[config.mk]
export PLATFORM = sky130hd
export DESIGN_NAME = wake_status_reg
export DESIGN_NICKNAME = d
export VERILOG_FILES = /design/src/rtl/wake_status_reg.sv
export SDC_FILE = /design/constraint.sdc
export NUM_CORES = 1
export LEC_CHECK = 0
export ABC_AREA = 1
export BUFFER_PORTS_ARGS = -buffer_cell sky130_fd_sc_hd__buf_2
export CORE_ASPECT_RATIO = 0.6
export CORE_MARGIN = 4
export CORE_UTILIZATION = 40
export CTS_BUF_LIST = sky130_fd_sc_hd__clkbuf_8
export DETAILED_ROUTE_END_ITERATION = 16
export PLACE_DENSITY = 0.71
export SYNTH_ARGS = -nofsm -noshare
export SYNTH_HDL_FRONTEND = slang
export SYNTH_SLANG_ARGS = --single-unit
export TNS_END_PERCENT = 30
[constraint.sdc]
create_clock -name clk -period 1.6 [get_ports clk]
set_input_delay 0 -clock clk [delete_from_list [all_inputs] [get_ports clk]]
set_output_delay 0 -clock clk [all_outputs]
set_load 0.02 [all_outputs]
[src/rtl/wake_status_reg.sv]
module wake_status_reg #(
  parameter int WAKE_CNT = 64
) (
  input  logic       clk,
  input  logic       rst_n,
  input  logic       soft_rst,
  input  logic       sleep_cmd,
  input  logic       status_rd,
  input  logic [2:0] ch_detect,
  input  logic [2:0] ch_pass,
  input  logic       agc_strong,
  input  logic       alarm_tmo,
  input  logic       alarm_alert_en,
  input  logic       parity_err,
  output logic [8:0] status,
  output logic [8:0] rd_data,
  output logic       alert_n
);
  localparam int CW = (WAKE_CNT > 2) ? $clog2(WAKE_CNT) : 1;
  localparam logic [CW-1:0] LAST = CW'(WAKE_CNT - 1);

  logic [CW-1:0] cnt [3];
  logic [2:0]    fire, act_q, wake_q;
  logic          agc_q, alarm_q, stby_q;

  for (genvar g = 0; g < 3; g++) begin : g_ch
    assign fire[g] = ch_detect[g] && (cnt[g] == LAST);
    always_ff @(posedge clk or negedge rst_n)
      if (!rst_n)                   cnt[g] <= '0;
      else if (soft_rst || !ch_detect[g]) cnt[g] <= '0;
      else if (cnt[g] != LAST)      cnt[g] <= cnt[g] + 1'b1;
  end

  always_ff @(posedge clk or negedge rst_n) begin
    if (!rst_n) begin
      act_q   <= '0;
      wake_q  <= '0;
      agc_q   <= 1'b0;
      alarm_q <= 1'b0;
      stby_q  <= 1'b0;
      rd_data <= '0;
    end else begin
      act_q   <= soft_rst ? 3'b000 : (ch_pass & {3{~stby_q}});
      agc_q   <= ~soft_rst & agc_strong;
      wake_q  <= soft_rst ? 3'b000 : (wake_q | fire);
      alarm_q <= alarm_tmo | (alarm_q & ~status_rd);
      if (sleep_cmd)   stby_q <= 1'b1;
      else if (|fire)  stby_q <= 1'b0;
      if (status_rd)   rd_data <= status;
    end
  end

  assign status  = {parity_err, act_q[2], act_q[1], act_q[0], agc_q,
                    wake_q[2], wake_q[1], wake_q[0], alarm_q};
  assign alert_n = ~(parity_err | (alarm_q & alarm_alert_en));

  assert_soft_clear_R3: assert property (@(posedge clk) disable iff (!rst_n)
    soft_rst |=> (status[7:1] == 7'd0));
  assert_wake_sticky_R3: assert property (@(posedge clk) disable iff (!rst_n)
    !soft_rst |=> ((status[3:1] & $past(status[3:1])) == $past(status[3:1])));
  assert_alarm_set_R4: assert property (@(posedge clk) disable iff (!rst_n)
    alarm_tmo |=> status[0]);
  assert_alarm_clear_R4: assert property (@(posedge clk) disable iff (!rst_n)
    (status_rd && !alarm_tmo) |=> !status[0]);
  assert_read_capture_R5: assert property (@(posedge clk) disable iff (!rst_n)
    status_rd |=> (rd_data == $past(status)));
  assert_parity_alert_R6: assert property (@(posedge clk) disable iff (!rst_n)
    parity_err |-> !alert_n);
  assert_standby_R8: assert property (@(posedge clk) disable iff (!rst_n)
    sleep_cmd |=> ##1 (status[7:5] == 3'd0));
  assert_sleep_keeps_R10: assert property (@(posedge clk) disable iff (!rst_n)
    (sleep_cmd && !soft_rst) |=> (status[3:1] == ($past(status[3:1]) | $past(fire))));
endmodule

==> results of run 1 <==
## routing by layer
metal	vias to the layer above	track usage, %	routed length, µm
li1	665	-	-
met1	589	18.71	1772
met2	32	22.66	1574
met3	6	4.280	151
met4	0	5.150	45
met5	-	0	0
## kinds of logic after synthesis
| family | Yosys count | synth area share [%] |
|---|---|---|
| AO/OA/AOI/OAI | 17 | 6.070 |
| buffers and inverters | 26 | 6.676 |
| AND/OR/NAND/NOR | 87 | 24.35 |
| flip-flops | 36 | 54.63 |
| multiplexers | 8 | 5.463 |
| adder cells (fa/ha/maj) | 3 | 2.276 |
| XOR/XNOR | 1 | 0.5312 |
## what timing repair did
action | in CTS | in global routing
gates resized for setup | 0 | 0
hold buffers | 13 | 0
endpoints found under the hold margin | 43 | 0
setup endpoints to repair | 0 | 0
## final timing paths
path	to	slack [ns]	cells past startpoint
max	cnt[17]$_DFFE_PN0P_	0.24	7
max reg2reg	cnt[17]$_DFFE_PN0P_	0.24	7
min in group asynchronous	cnt[13]$_DFFE_PN0P_	0.28	3
min	cnt[2]$_DFFE_PN0P_	0.05	3
max in group asynchronous	cnt[0]$_DFFE_PN0P_	1.00	3
min reg2reg	rd_data[4]$_DFFE_PN0P_	0.51	1
## worst reg2reg max path: cells and delay by family, from the launching register on
| kind | cells | cell delay, ns |
|---|---|---|
| buffers and inverters | 1 | 0.09 |
| and+or+nand+nor | 5 | 0.56 |
| adders and majority gates | 1 | 0.20 |
| DFF | 1 | 0.44 |
## flip-flops by register name, indices dropped and copies added, names as in the netlist
| register | cells |
|---|---|
| alarm_q | 1 |
| act_q | 3 |
| cnt | 18 |
| rd_data | 9 |
| wake_q | 3 |
| agc_q | 1 |
| stby_q | 1 |
## cells in the mapped netlist (all sizes together)
cell	number	area, µm²
nor2	17	91.33
xor2	1	8.760
nand2	48	185.2
ha	3	37.54
o211a	1	10.01
nand3	14	70.07
nand3b	1	7.510
o21bai	1	7.510
o21ai	10	57.56
mux2	8	90.09
nand4	2	12.51
inv	22	82.58
a21oi	5	25.02
dfrtp	36	900.9
nor3b	3	22.52
or2	2	12.51
buf	4	27.52
## power by group through the flow
| stage | Clock (mW) | Sequential [mW] | Combinational, mW |
|---|---|---|---|
| after floorplan | 0 | 0.964 | 0.0539 |
| after global placement | 0 | 0.956 | 0.118 |
| after CTS | 1.13 | 0.939 | 0.139 |
| after global routing | 1.18 | 0.941 | 0.154 |
| after detailed placement | 0 | 0.957 | 0.119 |
| final | 1.11 | 0.939 | 0.138 |
## area by class of cell
cell class,instances,area share [%]
flip-flops and latches,36,42.06
inverters,22,3.855
clock inverters,3,4.206
repair buffers,47,14.14
clock buffers,5,3.213
well taps,47,2.745
multi-input cells,116,29.79
## through the flow
| step | hold WS (ns) | std cells | setup slack, ns |
|---|---|---|---|
| after global placement | 0.06910 | 255 | 0.3239 |
| after detailed placement | 0.06379 | 255 | 0.2757 |
| after CTS | 0.03979 | 276 | 0.2492 |
| final | 0.05225 | 276 | 0.2420 |
| after floorplan | -0.2956 | 178 | 0.4198 |
| after global routing | 0.06625 | 276 | 0.1451 |
## cells in the final DEF, fill, tap and decap left out
master         Yosys  final
a21oi_1            5      5
buf_2              1     33
buf_4              3      1
bufinv_16          0      3
clkbuf_8           0      5
dfrtp_1           36     36
dlygate4sd3_1      0     13
ha_1               3      3
inv_1             20     20
inv_2              2      2
mux2_2             8      8
nand2_1           46     46
nand2_2            2      2
nand3_1           14     14
nand3b_1           1      1
nand4_1            2      2
nor2_1            12     12
nor2_2             2      2
nor2_4             3      3
nor3b_1            3      3
o211a_1            1      1
o21ai_0            8      8
o21ai_2            2      2
o21bai_1           1      1
or2_2              2      2
xor2_1             1      1
==> reports/results.ini, run 1 <==
[place]
placed_cell_area_um2 = 1853
hpwl_mm = 2.408
place_congestion = 0.8168
portBuffers = 33

[pwr]
intPower_mw = 1.764
power.total_mw = 2.188
comb_power_share_pct = 6.3
p_per_area_nw_per_um2 = 1022
leakage_nw = 1.203
power_frac_clock_pct = 50.8
switching_share_pct = 19.38
vdd_drop_max_mv = 0.6476
seq_power_share_pct = 42.9
p_switching_uw = 424.2

[sta]
fin_crit_sh_pct = 84.87
clock_skew_ns = 0.005093
slew_violations = 0
rsz0062_at_grt = no
hold_viol_final = 0
worst_pin_slew_ns = 0.4563
clock.fmax_mhz = 736.4
min_period_ns = 1.358
setup_violations = 0
slew_headroom_pct = 69.58
totalNegativeSetupSlack_ns = 0

[die]
die_area_um2 = 5248
io_pins = 34
die_w_um = 90.89
die_h_um = 57.74
rows = 17
core_area_um2 = 3807
initial_core_util_pct = 43.31

[critical_path]
path_max_fanout = 7
crit_top_cell = nand2_1
worstPathCellList = ha_1 -> nand2_1 -> nor2_4 -> nand2_1 -> nor2_2 -> inv_1 -> nand2_1
slowest_stage = dfrtp_1
arrival_ns = 1.58
slowest_delay_ns = 0.44
cp_top_family = simple AND/OR/NAND/NOR gates
r2r_start = cnt[12]$_DFFE_PN0P_
cp_num_buf_inv = 1
crit_type = reg2reg
startpoint_type = flip-flop
crit_start = cnt[12]$_DFFE_PN0P_
cp.required_ns = 1.82
crit_path_end_kind = flip-flop

[drt]
wirelength_mm = 3.543
vias = 1292
drc = 0
drtIter0Drc = 44
dr.pass1.iters = 5
wl_per_cell_um = 12.84
ant_nets = 0
vias_per_cell = 4.681

[finish]
nets = 246
multi_input_area_um2 = 638.1
design_area_um2 = 2142
regArea_um2 = 900.9
final_util_pct = 56.26
num-fill-cells = 318
diodes = 0
drive_gt1_share_pct = 27.51
area.growth.synth_to_final_pct = 29.89

[synth]
synth.net_count = 196
syn_inst = 178
synth_area_per_cell_um2 = 9.265
synthesis.area_um2 = 1649
synth_seq_cells = 36
yosys_warnings = 0
synth-seq-area-share_pct = 54.63
synth.distinct_cells = 23

[global_routing]
grt_pass1_vias = 1262
grt_pass1_wl_mm = 5.837
antenna_found_initial = 0
grt_usage_pct = 14.25
grt_start_max_net_pins = 37
overflow = 0

[hold_path]
hold_path_class = in2reg
hp-start = ch_detect[2]

[run_status]
status = completed

[clocking]
post_cts_buffers = 0
cts_sinks = 36
cts_tree = done
clk_latency_ns = 0.28
clockRootBuffer = clkbuf_8
clockBufferDepth = 2
h-tree-depth = 2
clk_pin_slew_ns = 0.07
cts_inserted_buffers = 5

[job]
maxCapViolations = 0

(Power assumes the default switching activity.)
==> run 2, diff against run 1 <==
--- a/config.mk
+++ b/config.mk
@@ -12,7 +12,7 @@
 export CORE_UTILIZATION = 40
 export CTS_BUF_LIST = sky130_fd_sc_hd__clkbuf_8
 export DETAILED_ROUTE_END_ITERATION = 16
-export PLACE_DENSITY = 0.71
+export PLACE_DENSITY = 0.74
 export SYNTH_ARGS = -nofsm -noshare
 export SYNTH_HDL_FRONTEND = slang
 export SYNTH_SLANG_ARGS = --single-unit
==> constraint.sdc (replaced) <==
create_clock -name clk -period 1.2 [get_ports clk]
set_input_delay 0 -clock clk [delete_from_list [all_inputs] [get_ports clk]]
set_output_delay 0 -clock clk [all_outputs]
set_load 0.02 [all_outputs]
==> run 2 against run 1 <==
  * Routed wire length decreased by 1.2%
  * Via count rose by 4.2%
  * Cell count rose by 2.2%
  * Sequential cell count unchanged
  * Design area rose by 2.5%
  * Register-to-register slack lost 0.20 ns
  * Highest routed layer unchanged
  * Utilization is 1.4 points higher
  * Critical path depth fell by 3
  * Non-clock buffer count rose by 6
==> reports/results.ini, run 2 (synthesis gave the netlist of run 1 again) <==
[run_status]
status = completed

[finish]
top_regs = cnt x18, rd_data x9
top_register = cnt
mostFrequentLayoutCell = nand2_1
layout_common_cells = nand2_1, dfrtp_1, buf_2, inv_1, nand3_1
num-fill-cells = 334
largest_reg_flops = 18
nets = 252
area.growth.synth_to_final_pct = 33.16
diodes = 0
drive_gt1_share_pct = 35.74

[global_routing]
grt_pass1_wl_mm = 5.844
grt_start_max_net_pins = 20
antenna_found_initial = 0
grt_usage_pct = 14.25
grt_pass1_vias = 1260
overflow = 0

[sta]
setup_violations = 0
clock_skew_ns = 0.01267
rsz0062_at_grt = yes
fin_crit_sh_pct = 97.78
slew_headroom_pct = 70.49
hold_viol_final = 0
slew_violations = 0
whs_ns = 0.03256
min_period_ns = 1.173
clock.fmax_mhz = 852.3
worst_pin_slew_ns = 0.4426
totalNegativeSetupSlack_ns = 0

[clocking]
clockBufferDepth = 2
clockRootBuffer = clkbuf_8
clk_latency_ns = 0.28
cts_sinks = 36
h-tree-depth = 2
cts_inserted_buffers = 5
cts_tree = done
clk_pin_slew_ns = 0.07

[critical_path]
path_max_fanout = 6
cp.required_ns = 1.37
r2r_end = stby_q$_DFFE_PN0P_
arrival_ns = 1.34
rrSetupSlack_ns = 0.04
crit_start = soft_rst
r2r_cells = 6
crit_type = in2reg
r2r_start = cnt[6]$_DFFE_PN0P_
startpoint_type = input pin
crit_path_end_kind = flip-flop

[die]
die_h_um = 57.74
die_w_um = 90.89
die_area_um2 = 5248
io_pins = 34
rows = 17
core_area_um2 = 3807
initial_core_util_pct = 43.31

[place]
portBuffers = 33
hpwl_mm = 2.564
place_congestion = 0.7851

[pwr]
vdd_drop_max_mv = 0.6839
p_per_area_nw_per_um2 = 1130
leakage_nw = 1.236

[drt]
wl_per_cell_um = 12.41
vias = 1346
drc = 0
dr.pass1.iters = 4
drtIter0Drc = 75
vias_per_cell = 4.773
wirelength_mm = 3.499
ant_nets = 0

[hold_path]
hp-start = ch_detect[1]
worstHoldEndpoint = stby_q$_DFFE_PN0P_
whs_path_depth = 4
hold_path_class = in2reg

[job]
maxCapViolations = 0

run 2: changes by cell type in the layout (fill, tap and decap cells not counted), moves of 3 or more:
cell           previous run  this run
buf_4                     1        10
nand2_1                  46        43
inv_2                     2         5
dlygate4sd3_1            13        10
nor2_1                   12         9
ha_1                      3         0
run 2: repair_timing:
action | 4_1_cts | 5_1_grt
setup endpoints to repair | 11 | 20
hold buffers | 10 | 0
pin swaps | 3 | 6
hold endpoints to repair | 24 | 0
resized for setup | 5 | 16
buffers inserted | 1 | 0
run 2: critical path, stage by stage:
cell and delay, ns:
dlygate4sd3_1 0.56, clkbuf_4 0.19, nor2_1 0.05, dlygate4sd3_1 0.54
run 2: through the flow:
step | worst slack (ns) | utilization (%) | cell area [µm²] | std cells | total power [mW]
after detailed placement | -0.02085 | 50.25 | 1913 | 263 | 1.450
after floorplan | 0.01979 | - | 1649 | 178 | 1.358
after CTS | 0.004112 | 56.36 | 2146 | 282 | 2.513
final | 0.02668 | 57.67 | 2196 | 282 | 2.482
after global placement | -0.003907 | 50.25 | 1913 | 263 | 1.447
after global routing | -0.06944 | 57.67 | 2196 | 282 | 2.609
run 2: worst max-delay path by stage:
stage          slack, ns  cells past startpoint             endpoint
2_1_floorplan       0.02                      7  cnt[17]$_DFFE_PN0P_
3_3_place_gp      -0.004                      7   cnt[0]$_DFFE_PN0P_
3_5_place_dp       -0.02                      7   cnt[0]$_DFFE_PN0P_
4_1_cts            0.004                      6   stby_q$_DFFE_PN0P_
5_1_grt            -0.07                      7   cnt[0]$_DFFE_PN0P_
6_report            0.03                      4      agc_q$_DFF_PN0_
run 2: layout make-up:
type | instances | area [µm²] | area share, %
flip-flops and latches | 36 | 900.9 | 41.03
multi-input cells | 116 | 703.2 | 32.02
repair buffers | 53 | 342.8 | 15.61
inverters | 22 | 82.58 | 3.761
clock buffers | 5 | 68.82 | 3.134
well taps | 47 | 58.81 | 2.678
clock inverters | 3 | 38.79 | 1.766
run 2: report_power, final:
group	leakage (nW)	switching [mW]	total, mW	internal, mW
clock network	0.0593	0.413	1.02	0.608
logic	0.694	0.118	0.211	0.0930
registers	0.483	0.0144	1.25	1.24
total	1.24	0.545	2.48	1.94
run 2: layer usage:
layer  wire length [µm]  GRT usage [%]  share of wire (%)  up-vias
li1                   -              -                  -      677
met1               1727          19.85                 49      624
met2               1501          20.13                 43       37
met3                199          5.058                5.7        8
met4                 70          6.009                2.0        0
met5                  0              0                  0        -
==> run 3, diff against run 2 <==
==> constraint.sdc (replaced) <==
create_clock -name clk -period 1.2 [get_ports clk]
set_input_delay 0.18 -clock clk [delete_from_list [all_inputs] [get_ports clk]]
set_output_delay 0.18 -clock clk [all_outputs]
set_load 0.02 [all_outputs]
==> run 3 against run 2 <==
  * Combinational power fell by 6%
  * Sequential power about the same
  * Critical path depth rose by 3
  * Global-route usage grew 0.073 points
  * Routed wire length grew 2.5%
  * Die area unchanged
  * Critical path type is now reg2reg
  * Largest power group unchanged
==> reports/results.ini, run 3 (synthesis gave the netlist of run 1 again) <==
[finish]
diodes = 0
final_util_pct = 57.11
nets = 247
layout_common_cells = nand2_1, dfrtp_1, buf_2, inv_1, buf_4
mostFrequentLayoutCell = nand2_1
top_regs = cnt x18, rd_data x9
largest_reg_flops = 18
area.growth.synth_to_final_pct = 31.87
regArea_um2 = 900.9
num-fill-cells = 329
top_register = cnt
drive_gt1_share_pct = 39.13
multi_input_area_um2 = 725.7

[drt]
dr.pass1.iters = 4
drtIter0Drc = 47
vias = 1312
vias_per_cell = 4.736
wirelength_mm = 3.588
drc = 0
wl_per_cell_um = 12.95
ant_nets = 0

[place]
hpwl_mm = 2.655
place_congestion = 0.8252
portBuffers = 33

[global_routing]
grt_usage_pct = 14.32
grt_pass1_vias = 1302
overflow = 0
grt_pass1_wl_mm = 5.940
grt_start_max_net_pins = 18
antenna_found_initial = 0

[pwr]
leakage_nw = 1.230
p_per_area_nw_per_um2 = 1153
comb_power_share_pct = 7.9
vdd_drop_max_mv = 0.7991
switching_share_pct = 22.94
intPower_mw = 1.932
p_switching_uw = 575.1
seq_power_share_pct = 49.9
power.total_mw = 2.508
power_frac_clock_pct = 42.2

[sta]
hold_viol_final = 0
setup_violations = 0
slew_headroom_pct = 78.97
clock.fmax_mhz = 840.4
slew_violations = 0
worst_pin_slew_ns = 0.3154
clock_skew_ns = 0.007106
rsz0062_at_grt = yes
whs_ns = 0.08583
min_period_ns = 1.190
fin_crit_sh_pct = 99.16

[clocking]
clk_latency_ns = 0.29
cts_inserted_buffers = 5
cts_tree = done
clockBufferDepth = 2
h-tree-depth = 2
clockRootBuffer = clkbuf_8
clk_pin_slew_ns = 0.08
cts_sinks = 36

[die]
core_area_um2 = 3807
rows = 17
die_area_um2 = 5248
io_pins = 34
die_h_um = 57.74
die_w_um = 90.89
initial_core_util_pct = 43.31

[hold_path]
hold_path_class = in2reg
whs_path_depth = 3

[critical_path]
cp.required_ns = 1.41
arrival_ns = 1.40
startpoint_type = flip-flop
rrSetupSlack_ns = 0.01
r2r_cells = 7
path_max_fanout = 4
crit_path_end_kind = flip-flop
crit_type = reg2reg

[job]
maxCapViolations = 0

[run_status]
status = completed

-- run 3: cell types whose count changed in the layout (fill, tap and decap cells not counted), sizes merged --
cell	previous run	this run
clkbuf	6	5
dlygate4sd3	10	1
clkinvlp	0	1
inv	23	22
buf	42	47
-- run 3: cell type report --
type	instances	share of cell area, %
sequential	36	41.43
multi-input combinational	116	33.37
timing repair buffer	48	13.58
inverter	22	3.797
clock buffer	5	3.165
tap	47	2.704
clock inverter	3	1.956
-- run 3: critical path, stage by stage (launching register included) --
cell     delay [ns]
dfrtp_1        0.40
ha_4           0.16
nand2_4        0.06
nor2_4         0.17
nand2_4        0.09
nor2_4         0.12
nand2_1        0.06
o21ai_1        0.07
-- run 3: what timing repair did --
action / in CTS / in global routing
resized for setup: 6 / 20
endpoints found under the hold margin: 11 / 0
setup endpoints to repair: 13 / 20
pin swaps: 3 / 10
setup buffers: 0 / 3
hold buffers: 1 / 0
-- run 3: stage by stage --
step / cells / TNS, ns / setup slack, ns / instance area (µm²)
2_1_floorplan: 178 / 0 / 0.01979 / 1649
3_3_place_gp: 265 / -0.01856 / -0.008226 / 1941
3_5_place_dp: 265 / -0.1533 / -0.03417 / 1941
4_1_cts: 274 / 0 / 0.0007317 / 2090
5_1_grt: 277 / -0.6892 / -0.07800 / 2175
6_report: 277 / 0 / 0.01003 / 2175
-- run 3: worst paths after layout --
path                                          end              startpoint
min reg2reg                rd_data[2]$_DFFE_PN0P_  rd_data[2]$_DFFE_PN0P_
min in group asynchronous         agc_q$_DFF_PN0_                   rst_n
max                            cnt[0]$_DFFE_PN0P_      cnt[1]$_DFFE_PN0P_
max in group asynchronous      cnt[1]$_DFFE_PN0P_                   rst_n
max reg2reg                    cnt[0]$_DFFE_PN0P_      cnt[1]$_DFFE_PN0P_
min                               agc_q$_DFF_PN0_              agc_strong
-- run 3: power groups by stage --
stage	Sequential, mW	Clock, mW	Combinational [mW]
floorplan	1.29	0	0.0718
global placement	1.27	0	0.187
detailed placement	1.27	0	0.188
CTS	1.25	1.07	0.193
global route	1.26	1.14	0.220
finish	1.25	1.06	0.198
-- run 3: metal layers --
layer  global-route usage [%]  up-vias  wire (µm)
met1                    19.67      611       1744
met3                    4.150        4        169
li1                         -      670          -
met4                    5.150        0         24
met5                        0        -          0
met2                    21.81       27       1649
